==> config.mk <==
export PLATFORM = sky130hd
export DESIGN_NAME = vec_irq_ctrl
export DESIGN_NICKNAME = d
export VERILOG_FILES = /design/src/rtl/virq_pkg.sv /design/src/rtl/virq_prio_pick.sv /design/src/rtl/virq_ctrl.sv /design/src/rtl/virq_datapath.sv /design/src/rtl/vec_irq_ctrl.sv
export SDC_FILE = /design/constraint.sdc
export NUM_CORES = 1
export LEC_CHECK = 0
export BUFFER_PORTS_ARGS = -buffer_cell sky130_fd_sc_hd__buf_4
export CAP_MARGIN = 20
export CORE_UTILIZATION = 61
export CTS_BUF_LIST = sky130_fd_sc_hd__clkbuf_16
export CTS_CLUSTER_SIZE = 10
export DETAILED_ROUTE_END_ITERATION = 10
export MAX_ROUTING_LAYER = met4
export PLACE_DENSITY = 0.8
export SKIP_CTS_REPAIR_TIMING = 1
export SYNTH_ARGS = -nofsm -noshare
export SYNTH_HDL_FRONTEND = slang
export SYNTH_SLANG_ARGS = --single-unit
==> constraint.sdc <==
create_clock -name clk -period 6.4 [get_ports clk]
set_input_delay 1.6 -clock clk [delete_from_list [all_inputs] [get_ports clk]]
set_output_delay 1.6 -clock clk [all_outputs]
set_load 0.02 [all_outputs]
==> src/rtl/virq_pkg.sv <==
package virq_pkg;
  parameter int NUM_LINES = 8;
  parameter int VEC_W = 8;
  localparam int LVL_W = $clog2(NUM_LINES);
  localparam int BASE_W = VEC_W - LVL_W;

  typedef struct packed {
    logic initStart;
    logic loadBase;
    logic loadCascade;
    logic loadMask;
    logic eoiNonSpec;
    logic eoiSpec;
    logic rotateOnEoi;
    logic setLowest;
    logic ackFirst;
    logic ackSecond;
  } virqStrobe_t;
endpackage

==> src/rtl/virq_prio_pick.sv <==
module virq_prio_pick #(
  parameter int N = 8,
  parameter int LW = $clog2(N)
) (
  input  logic [N-1:0]  reqVec,
  input  logic [LW-1:0] lowPri,
  output logic          anyHit,
  output logic [LW-1:0] hitLevel,
  output logic [LW-1:0] hitRank
);
  logic [LW-1:0] idx;

  // Walk from lowest to highest rank; the last hit is the highest priority.
  always_comb begin
    anyHit   = 1'b0;
    hitLevel = '0;
    hitRank  = '0;
    idx      = '0;
    for (int k = N - 1; k >= 0; k--) begin
      idx = lowPri + LW'(k) + LW'(1);
      if (reqVec[idx]) begin
        anyHit   = 1'b1;
        hitLevel = idx;
        hitRank  = LW'(k);
      end
    end
  end
endmodule

==> src/rtl/virq_ctrl.sv <==
module virq_ctrl
  import virq_pkg::*;
(
  input  logic        clk,
  input  logic        rstN,
  input  logic        wrEn,
  input  logic        wrAddr,
  input  logic [7:3]  cmdBits,
  input  logic        ackIn,
  output virqStrobe_t strb
);
  typedef enum logic [1:0] {SEQ_RUN, SEQ_BASE, SEQ_CASC, SEQ_MODE} seq_e;

  seq_e seqState, seqNext;
  logic ackPhase;
  logic cmdWr, dataWr;

  assign cmdWr  = wrEn & ~wrAddr;
  assign dataWr = wrEn & wrAddr;

  always_comb begin
    strb    = '0;
    seqNext = seqState;
    if (cmdWr && cmdBits[4]) begin
      strb.initStart = 1'b1;
      seqNext        = SEQ_BASE;
    end else if (cmdWr && !cmdBits[3]) begin
      case (cmdBits[7:5])
        3'b001: strb.eoiNonSpec = 1'b1;
        3'b011: strb.eoiSpec = 1'b1;
        3'b101: begin
          strb.eoiNonSpec  = 1'b1;
          strb.rotateOnEoi = 1'b1;
        end
        3'b111: begin
          strb.eoiSpec     = 1'b1;
          strb.rotateOnEoi = 1'b1;
        end
        3'b110: strb.setLowest = 1'b1;
        default: ;
      endcase
    end else if (dataWr) begin
      case (seqState)
        SEQ_BASE: begin
          strb.loadBase = 1'b1;
          seqNext       = SEQ_CASC;
        end
        SEQ_CASC: begin
          strb.loadCascade = 1'b1;
          seqNext          = SEQ_MODE;
        end
        SEQ_MODE: seqNext = SEQ_RUN;
        default:  strb.loadMask = 1'b1;
      endcase
    end
    strb.ackFirst  = ackIn & ~ackPhase;
    strb.ackSecond = ackIn & ackPhase;
  end

  always_ff @(posedge clk or negedge rstN) begin
    if (!rstN) begin
      seqState <= SEQ_RUN;
      ackPhase <= 1'b0;
    end else begin
      seqState <= seqNext;
      if (cmdWr && cmdBits[4]) ackPhase <= 1'b0;
      else if (ackIn)          ackPhase <= ~ackPhase;
    end
  end
endmodule

==> src/rtl/virq_datapath.sv <==
module virq_datapath
  import virq_pkg::*;
#(
  parameter int N  = NUM_LINES,
  parameter int VW = VEC_W
) (
  input  logic          clk,
  input  logic          rstN,
  input  virqStrobe_t   strb,
  input  logic [VW-1:0] wrData,
  input  logic [N-1:0]  irqIn,
  input  logic [N-1:0]  lineTrigLevel,
  output logic          intReq,
  output logic [VW-1:0] vecOut,
  output logic          vecValid,
  output logic [VW-1:0] cascadeCfg
);
  localparam int LW = $clog2(N);
  localparam int BW = VW - LW;
  localparam logic [N-1:0] ONE = {{(N-1){1'b0}}, 1'b1};

  logic [N-1:0]  irr, isr, mask, prevIrq;
  logic [N-1:0]  pending, riseVec, grantVec, eoiClr;
  logic [BW-1:0] base;
  logic [LW-1:0] lowPri, ackLevel;
  logic          pendHit, svcHit;
  logic [LW-1:0] pendLevel, pendRank, svcLevel, svcRank;

  assign pending = irr & ~mask;
  assign riseVec = irqIn & ~prevIrq;

  virq_prio_pick #(.N(N), .LW(LW)) pendPick_i (
    .reqVec(pending), .lowPri(lowPri),
    .anyHit(pendHit), .hitLevel(pendLevel), .hitRank(pendRank)
  );

  virq_prio_pick #(.N(N), .LW(LW)) svcPick_i (
    .reqVec(isr), .lowPri(lowPri),
    .anyHit(svcHit), .hitLevel(svcLevel), .hitRank(svcRank)
  );

  assign intReq   = pendHit && (!svcHit || (pendRank < svcRank));
  assign grantVec = (strb.ackFirst && intReq) ? (ONE << pendLevel) : '0;

  always_comb begin
    eoiClr = '0;
    if (strb.eoiSpec)                eoiClr = ONE << wrData[LW-1:0];
    else if (strb.eoiNonSpec && svcHit) eoiClr = ONE << svcLevel;
  end

  for (genvar i = 0; i < N; i++) begin : g_line
    always_ff @(posedge clk or negedge rstN) begin
      if (!rstN)                 irr[i] <= 1'b0;
      else if (strb.initStart)   irr[i] <= 1'b0;
      else if (lineTrigLevel[i]) irr[i] <= irqIn[i];
      else                       irr[i] <= (irr[i] | riseVec[i]) & ~grantVec[i];
    end
  end

  always_ff @(posedge clk or negedge rstN) begin
    if (!rstN) begin
      isr     <= '0;
      mask    <= '0;
      prevIrq <= '1;
      lowPri  <= LW'(N - 1);
    end else if (strb.initStart) begin
      isr     <= '0;
      mask    <= '0;
      prevIrq <= '1;
      lowPri  <= LW'(N - 1);
    end else begin
      prevIrq <= irqIn;
      isr     <= (isr & ~eoiClr) | grantVec;
      if (strb.loadMask) mask <= wrData[N-1:0];
      if (strb.setLowest || (strb.rotateOnEoi && strb.eoiSpec))
        lowPri <= wrData[LW-1:0];
      else if (strb.rotateOnEoi && strb.eoiNonSpec && svcHit)
        lowPri <= svcLevel;
    end
  end

  always_ff @(posedge clk or negedge rstN) begin
    if (!rstN) begin
      base       <= '0;
      cascadeCfg <= '0;
      ackLevel   <= '0;
      vecOut     <= '0;
      vecValid   <= 1'b0;
    end else begin
      if (strb.loadBase)    base <= wrData[VW-1:LW];
      if (strb.loadCascade) cascadeCfg <= wrData;
      if (strb.ackFirst)    ackLevel <= intReq ? pendLevel : LW'(N - 1);
      if (strb.ackSecond)   vecOut <= {base, ackLevel};
      vecValid <= strb.ackSecond;
    end
  end
endmodule

==> src/rtl/vec_irq_ctrl.sv <==
module vec_irq_ctrl
  import virq_pkg::*;
#(
  parameter int N  = NUM_LINES,
  parameter int VW = VEC_W
) (
  input  logic          clk,
  input  logic          rstN,
  input  logic          wrEn,
  input  logic          wrAddr,
  input  logic [VW-1:0] wrData,
  input  logic [N-1:0]  irqIn,
  input  logic [N-1:0]  lineTrigLevel,
  input  logic          ackIn,
  output logic          intOut,
  output logic [VW-1:0] vecOut,
  output logic          vecValid,
  output logic [VW-1:0] cascadeCfg
);
  virqStrobe_t ctl;

  virq_ctrl ctrl_i (
    .clk(clk), .rstN(rstN), .wrEn(wrEn), .wrAddr(wrAddr),
    .cmdBits(wrData[7:3]), .ackIn(ackIn), .strb(ctl)
  );

  virq_datapath #(.N(N), .VW(VW)) dp_i (
    .clk(clk), .rstN(rstN), .strb(ctl), .wrData(wrData),
    .irqIn(irqIn), .lineTrigLevel(lineTrigLevel),
    .intReq(intOut), .vecOut(vecOut), .vecValid(vecValid),
    .cascadeCfg(cascadeCfg)
  );
endmodule

Yosys cells after proc, flatten, opt, wreduce, memory -nomap -nowiden:

Cells that the tools add are included.

* flip-flop bits (word level): 63
* input bits: 29
* logic and storage cells: 238

* $add $sub $neg: 14
* $lt $le $gt $ge: 9
* equal/unequal tests: 9
* shift operators: 3
* mux-type cells: 125
* bitwise gates (word level): 37
* reduce and logical (&&, ||, !) cells: 22

Operator list (number)
* 3-bit two-way mux: 38
* 1-bit two-way mux: 58
* 8-bit two-way mux: 7
* 1-bit binary-select mux with 3-bit select: 16
* 3-bit by 4-bit < comparator with 1-bit output (second input constant): 8
* 3-bit by 1-bit adder with 3-bit output (second input constant): 8
* 8-bit bitwise AND: 3
* 8-bit inverter: 3
* 1-bit by 3-bit left shift with 8-bit output (first input constant): 3
* 3-bit adder (second input constant): 4
* 1-bit bitwise AND: 12
* 1-bit inverter: 10
* 3-bit equality test (second input constant): 3
* 1-bit logical AND: 8
* 1-bit bitwise OR: 8
* 8-bit bitwise OR: 1
* 7-bit two-way mux: 1
* 3-bit by 2-bit adder with 3-bit output (second input constant): 2
* 2-bit two-way mux: 3
* 2-bit one-hot mux with 3 select lines: 1
* 2-bit nonzero test: 3
* 2-bit OR reduction: 3
* 2-bit equality test (second input constant): 2
* 4-bit two-way mux: 1
* other kinds (11): 13

Logic depth before layout (Yosys ltp):

Gate-level depths: netlist (run 1).

* depth in word-level cells: 21
* depth in mapped cells: 19
* depth with buffers taken out: 14

Modules after synthesis:

From an unflattened synthesis (run 1), not the netlist that was laid out.

* cells, all modules: 483
* area total of the unflattened synthesis: 5171.2 um^2

Modules (own cells, without submodules)
* virq_datapath: times used 1, cells an instance 233, area an instance 2711.4 um^2, sequential area each 1515.2 um^2
* virq_prio_pick: times used 2, cells an instance 113, area an instance 1113.6 um^2, sequential area each 0.0 um^2
* virq_ctrl: times used 1, cells an instance 24, area an instance 232.7 um^2, sequential area each 75.1 um^2

Worst setup path after synthesis (run 1):

Ideal clock, no wire load.

* path kind: reg-to-output
* from: register dp_i.lowPri[0]
* to: output port intOut
* arrival: 3.798 ns
* required time: 4.800 ns
* setup slack: 1.002 ns
* cell stages (with the launch flop): 17
* cell sequence: dfstp_2 -> buf_6 -> buf_8 -> inv_4 -> buf_4 -> ha_1 -> buf_2 -> mux4_2 -> mux2i_1 -> nand2_1 -> o211ai_1 -> nand2_1 -> ha_1 -> o21a_1 -> o22ai_1 -> a31oi_2 -> nor2_1

* cells in the longest elaborated chain, start to end: 15
* elaborated cells between the ends (all ways): 82
* classes of those cells: 14 x add/sub; 1 x order compare; 64 x mux; 3 x reduce/logical

Ends and longest elaborated chain
* from (decl): line virq_datapath.sv:25 `logic [LW-1:0] lowPri, ackLevel;`
* from (signal assigned): line virq_datapath.sv:65 `lowPri <= LW'(N - 1);`
* from (signal assigned): line virq_datapath.sv:70 `lowPri <= LW'(N - 1);`
* from (signal assigned): line virq_datapath.sv:76 `lowPri <= wrData[LW-1:0];`
* 3-bit adder: line virq_prio_pick.sv:20 `idx = lowPri + LW'(k) + LW'(1);`
* 3-bit by 1-bit adder with 3-bit output: line virq_prio_pick.sv:20
* 1-bit binary-select mux with 3-bit select: line virq_prio_pick.sv:21 `if (reqVec[idx]) begin`
* 1-bit two-way mux (implied by the code): line virq_prio_pick.sv:21
* 3-bit two-way mux or 1-bit two-way mux (tied branches) (8 in series): line virq_prio_pick.sv:21
* 3-bit < comparator or 1-bit logical NOT (tied branches): line virq_datapath.sv:42 `assign intReq = pendHit && (!svcHit || (pendRank < svcRank));`
* 1-bit logical OR: line virq_datapath.sv:42
* 1-bit logical AND (*): line virq_datapath.sv:42
* to (decl): line vec_irq_ctrl.sv:15 `output logic intOut,`

Every way passes the cells marked *; elsewhere a longest branch is shown, timed or not. The select of a mux whose other input is x is not followed.

Worst setup path in the final report (run 1):

Ends and elaborated chain as after synthesis.

==> results.txt, run 1 <==
Achievable Freq: 164 MHz
Post-Synth Adder-Cell Area: 1.25%
Clk Latency, worst-skew pair: 330 ps
worst slew pin tran: 1040 ps
Setup WS pre-CTS: 425 ps
largest fanout on the critical path: 19
Seq/Total Area, Yosys: 31.7%
Final min period: 6110 ps
Die Y: 92.6 um
nets in the synthesized netlist: 531
Top Ports: 47
worst hold path cell count: 2
Nets: 567
r2r endpoint: dp_i.irr[0]
Max-slew headroom: 30.0%
Placer Congestion: 1.01
clk buf depth: 2
antenna cells: 0
num rows: 32
starting density of the core: 63.8%
Slew Limit Fails: 0
largest net degree at the start of global routing: 64
Min-Delay Endpoint: dp_i.cascadeCfg[2]
CTS tree: done
Buffers on Ports: 46
Post-synth ARST share: 100%
non-filler cells, final: 640
Post-Place Cells: 624
Final setup viols: 0
routed wire length: 14000 um
clock slew at reported path FFs: 60 ps
crit path launch type: register
Comb power frac: 66.4%
Setup Crit Path Kind: register to output port
register area: 1600 um2
endpoints failing hold: 0
H-tree levels: 3
Reg power frac: 19.0%
DRT antenna net count: 0
Post-synth EDFFs: 0
Worst Path Required: 4800 ps
FF-to-FF setup slack: 1570 ps
GRT Total Usage: 35.7%
Switching Share: 49.0%
Root Buffer: clkbuf_16
mean routed wirelength per cell: 21.9 um
drt via density: 7.16
synthesized cell area: 5010 um2
Avg Cell Area, Syn: 10.1 um2
Die Wd: 92.6 um
Fill cells: 554
mux cell area share after synthesis: 24.7%
total negative slack: 0 ps
Hold Path Origin: dp_i.cascadeCfg[2]
Max Cap Viol: 0
ys flop type: dfrtp_1
share of post-route cells with drive strength above 1: 27.1%
Die ar.: 8580 um2
Synth Area in Compound Gates: 21.2%
period utilization: 95.5%
VDD IR max: 0.000318 V
Synth Area in XOR/XNOR: 1.65%
dominant cell type by area after synthesis: dfrtp_1
NetSw: 0.00182 W
multi-input combinational cell area: 3210 um2
Setup WS post-layout: 285 ps
main combinational cell family by area after synthesis: multiplexers
Pleak: 2.46 nW
number of distinct library cells after synthesis: 69
synth top area cells: dfrtp_1 26%, mux4_2 13%, mux2i_1 6.0%, dfstp_2 5.8%, mux2_2 5.6%
Core Area: 7850 um2
first-pass GRT wire length: 22800 um
Int Pwr: 0.00190 W
drt pass-1 iters: 5
area grow syn2layout: 14.2%
initial antenna violation count: 0
CTS buffer count: 9
reg-to-reg critical path startpoint: dp_i.lowPri[0]
Iter 0 DRT Violations: 421
CP Capture Type: output port
vias in the first global route: 4411
Ys Warns: 0
reg2reg path depth: 13
Vias: 4583
synthesized netlist cell count: 497
power per cell area: 651 nW/um2
number of synthesized register bits: 63
Detail Placement HPWL: 10100 um
most frequent cells in the layout: 52 x dfrtp_1, 50 x buf_4, 33 x nand2_1
# clock sinks: 63
top cell type's share of synthesized area: 26.0%
Layout Skew: 7.64 ps
outcome: completed
Tightest Hold Check Type: register to register
CP arrival: 4510 ps
most common cell after layout, fill and taps aside: dfrtp_1
total grt overflow: 0
Final Power: 0.00372 W
Simple-Gate Fraction of Synth Area: 15.0%
RSZ-0062 raised after global routing: false
DRC viols: 0
Util after Layout: 72.9%
clock power share: 14.6%
[synthesized netlist by cell type (all sizes together) (3+ instances only)]
library cell / number
dfrtp: 52
nand2: 33
mux2i: 30
nor2: 30
mux4: 29
o21ai: 28
mux2: 25
nand3: 23
inv: 22
nand2b: 21
a21oi: 20
a31oi: 13
clkbuf: 13
nor2b: 13
buf: 12
a22o: 11
dfstp: 11
o211ai: 11
a21o: 10
nor3: 8
a31o: 6
ha: 5
or3: 5
a211oi: 4
nor4b: 4
o31a: 4
a221oi: 3
a41o: 3
and2: 3
o2111ai: 3
o311a: 3
[registers in the layout (all words and copies together) (netlist names)]
| signal | cells |
|---|---|
| dp_i.prevIrq | 8 |
| dp_i.base | 5 |
| dp_i.vecOut | 8 |
| dp_i.mask | 8 |
| ctrl_i.seqState | 2 |
| dp_i.isr | 8 |
| ctrl_i.ackPhase | 1 |
| dp_i.ackLevel | 3 |
| dp_i.vecValid | 1 |
| dp_i.cascadeCfg | 8 |
| dp_i.lowPri | 3 |
| dp_i.irr | 8 |
[per-layer routing]
metal	vias to the layer above	part of all wire [%]	GRT usage, %	wire length (um)
li1	1993	-	-	-
met1	2246	40	48.4	5580
met2	299	47	54.0	6600
met3	45	10	6.32	1420
met4	0	3.2	13.6	445
met5	-	0	-	0
[stage by stage]
stage / hold WS, ps / cell area, um2
3_5_place_dp: 477 / 5370
3_3_place_gp: 465 / 5370
6_report: 499 / 5720
4_1_cts: 497 / 5700
5_1_grt: 522 / 5720
2_1_floorplan: 446 / 5010
[worst max-delay path, cell delays in order (launching register included)]
cell	delay, ps
dfstp_4	790
inv_4	170
ha_2	500
mux4_2	640
nor2_1	120
mux4_2	280
nand3_1	200
nand2b_1	230
ha_1	300
o21a_1	120
o22ai_1	90
a31oi_2	400
nor2_1	140
buf_4	200
[worst max-delay path by stage]
stage	start	endpoint	slack, ps	cells past startpoint
after floorplan	dp_i.lowPri[0]	intOut	1000	16
final	dp_i.lowPri[0]	intOut	290	13
after global placement	dp_i.lowPri[0]	intOut	590	13
after detailed placement	dp_i.lowPri[0]	intOut	430	12
after global routing	dp_i.lowPri[0]	intOut	70	13
after CTS	dp_i.lowPri[0]	intOut	30	12
[power groups by stage]
stage          Clock [W]  Sequential (W)  Combinational, W
5_1_grt         0.000566        0.000726           0.00263
3_3_place_gp           0        0.000695           0.00235
3_5_place_dp           0        0.000706           0.00238
4_1_cts         0.000555        0.000701           0.00241
2_1_floorplan          0        0.000694           0.00172
6_report        0.000544        0.000707           0.00247
[kinds of logic (layout without fill, tap and decap cells)]
| logic type | Yosys count | after routing |
|---|---|---|
| adder cells (fa/ha/maj) | 5 | 5 |
| multiplexers | 84 | 84 |
| buffers and inverters | 47 | 88 |
| XOR/XNOR | 5 | 5 |
| AO/OA/AOI/OAI | 146 | 146 |
| AND/OR/NAND/NOR | 147 | 147 |
| flip-flops | 63 | 63 |
[final cells by class]
type	instances	area share (%)
multi-input cells	387	56.1
repair buffers	50	6.56
flip-flops and latches	63	27.9
inverters	22	1.49
clock buffers	9	3.94
clock inverters	7	1.81
well taps	102	2.23
(Power assumes the default switching activity.)
==> run 2, diff against run 1 <==
--- a/config.mk
+++ b/config.mk
@@ -12,7 +12,7 @@
 export CTS_CLUSTER_SIZE = 10
 export DETAILED_ROUTE_END_ITERATION = 10
 export MAX_ROUTING_LAYER = met4
-export PLACE_DENSITY = 0.8
+export PLACE_DENSITY = 0.82
 export SKIP_CTS_REPAIR_TIMING = 1
 export SYNTH_ARGS = -nofsm -noshare
 export SYNTH_HDL_FRONTEND = slang
==> run 2 against run 1 <==
Effect of this change: worst hold slack got worse by 1.4 ps; core utilization down 0.080 points; critical path depth unchanged; largest cell class unchanged; cell count is the same; die area did not move; power about the same; non-clock buffer count unchanged.
==> results.txt, run 2 (same netlist as run 1, synthesis figures left out) <==
worst slew pin tran: 998 ps (-46.6 ps)
Die ar.: 8580 um2 (unchanged)
Pleak: 2.46 nW (+0.17%)
CTS tree: done
most frequent cells in the layout: 52 x dfrtp_1, 50 x buf_4, 33 x nand2_1
Achievable Freq: 166 MHz (+1.7%)
Final setup viols: 0 (unchanged)
Setup Crit Path Kind: register to output port
drt via density: 7.23 (+0.98%)
area grow syn2layout: 14.1%
vias in the first global route: 4526 (+2.6%)
Core Area: 7850 um2 (unchanged)
largest fanout on the critical path: 17 (-2)
num rows: 32 (unchanged)
Fill cells: 560 (+1.1%)
VDD IR max: 0.000350 V (+9.8%)
Slew Limit Fails: 0 (unchanged)
total negative slack: 0 ps (unchanged)
CP Capture Type: output port
RSZ-0062 raised after global routing: false
Post-Place Cells: 624 (unchanged)
Top Ports: 47 (unchanged)
Max-slew headroom: 33.0% (+3.0 points)
antenna cells: 0 (unchanged)
Buffers on Ports: 46 (unchanged)
Root Buffer: clkbuf_16
Nets: 567 (unchanged)
Max Cap Viol: 0 (unchanged)
GRT Total Usage: 37.2% (+1.6 points)
Area after DPL: 5370 um2 (unchanged)
starting density of the core: 63.8% (unchanged)
first-pass GRT wire length: 23600 um (+3.6%)
Vias: 4628 (+0.98%)
routed wire length: 14700 um (+5.0%)
total grt overflow: 0 (unchanged)
CTS buffer count: 9 (unchanged)
clock slew at reported path FFs: 60 ps (about the same)
clk buf depth: 2 (unchanged)
Layout Skew: 4.72 ps (-2.92 ps)
crit path launch type: register
outcome: completed
power per cell area: 652 nW/um2 (+0.19%)
Die Y: 92.6 um (unchanged)
initial antenna violation count: 0 (unchanged)
Placer Congestion: 0.913 (-9.9%)
H-tree levels: 3 (unchanged)
share of post-route cells with drive strength above 1: 26.8% (-0.37 points)
final instance area: 5720 um2 (-0.11%)
Die Wd: 92.6 um (unchanged)
Clk Latency, worst-skew pair: 320 ps (about the same)
endpoints failing hold: 0 (unchanged)
non-filler cells, final: 640 (unchanged)
most common cell after layout, fill and taps aside: dfrtp_1
Tightest Hold Check Type: register to register
DRC viols: 0 (unchanged)
largest net degree at the start of global routing: 64 (unchanged)
mean routed wirelength per cell: 23.0 um (+5.0%)
period utilization: 93.9% (-1.6 points)
drt pass-1 iters: 5 (unchanged)
Iter 0 DRT Violations: 498 (+18%)
Final Power: 0.00373 W (about the same)
CP arrival: 4410 ps (-100 ps)
# clock sinks: 63 (unchanged)
Worst Path Required: 4800 ps (about the same)
Final min period: 6010 ps (-104 ps)
DRT antenna net count: 0 (unchanged)
Detail Placement HPWL: 10300 um (+2.0%)
-- run 2: worst max-delay path, cell delays in order (launching register included) --
cell      delay [ps]
dfstp_2          640
inv_4            140
ha_1             560
mux4_2           650
nor2_1           150
mux4_2           290
nand3_1          200
nand2b_1         240
ha_1             310
o21a_1           120
o22ai_1           80
a31oi_2          380
nor2_1           130
buf_4            200
-- run 2: routing by layer --
| metal | up-vias | track usage, % | part of all wire (%) |
|---|---|---|---|
| met2 | 313 | 59.5 | 49 |
| met1 | 2273 | 48.5 | 39 |
| met3 | 49 | 5.67 | 9.1 |
| li1 | 1993 | - | - |
| met5 | - | - | 0 |
| met4 | 0 | 13.8 | 2.9 |
-- run 2: cell type report --
class	count	area, um2	area share [%]
multi-input cells	387	3190	55.9
well taps	102	128	2.23
clock inverters	7	119	2.08
clock buffers	9	225	3.94
repair buffers	50	375	6.57
inverters	22	85.1	1.49
flip-flops and latches	63	1590	27.8
-- run 2: worst paths after layout --
path                             startpoint                to  slack (ps)  depth (start not counted)
min                        dp_i.ackLevel[2]  dp_i.ackLevel[2]         500                          2
max reg2reg                  dp_i.lowPri[0]       dp_i.isr[0]        1760                         12
max                          dp_i.lowPri[0]            intOut         390                         13
max in group asynchronous              rstN       dp_i.isr[4]        4540                          1
min reg2reg                dp_i.ackLevel[2]  dp_i.ackLevel[2]         500                          2
min in group asynchronous              rstN      dp_i.base[2]        1350                          1
-- run 2: stage by stage --
step,hold WS (ps),setup slack (ps),utilization [%]
after floorplan,446,1000,-
after global placement,468,934,68.5
after detailed placement,481,739,68.5
after CTS,500,395,72.8
after global routing,527,138,72.8
final,497,389,72.8
-- run 2: power by group --
part | internal, W | switching, W | total (W)
clock network | 0.000381 | 0.000179 | 0.000559
registers | 0.000548 | 0.000152 | 0.000700
logic | 0.000999 | 0.00147 | 0.00247
total | 0.00193 | 0.00180 | 0.00373
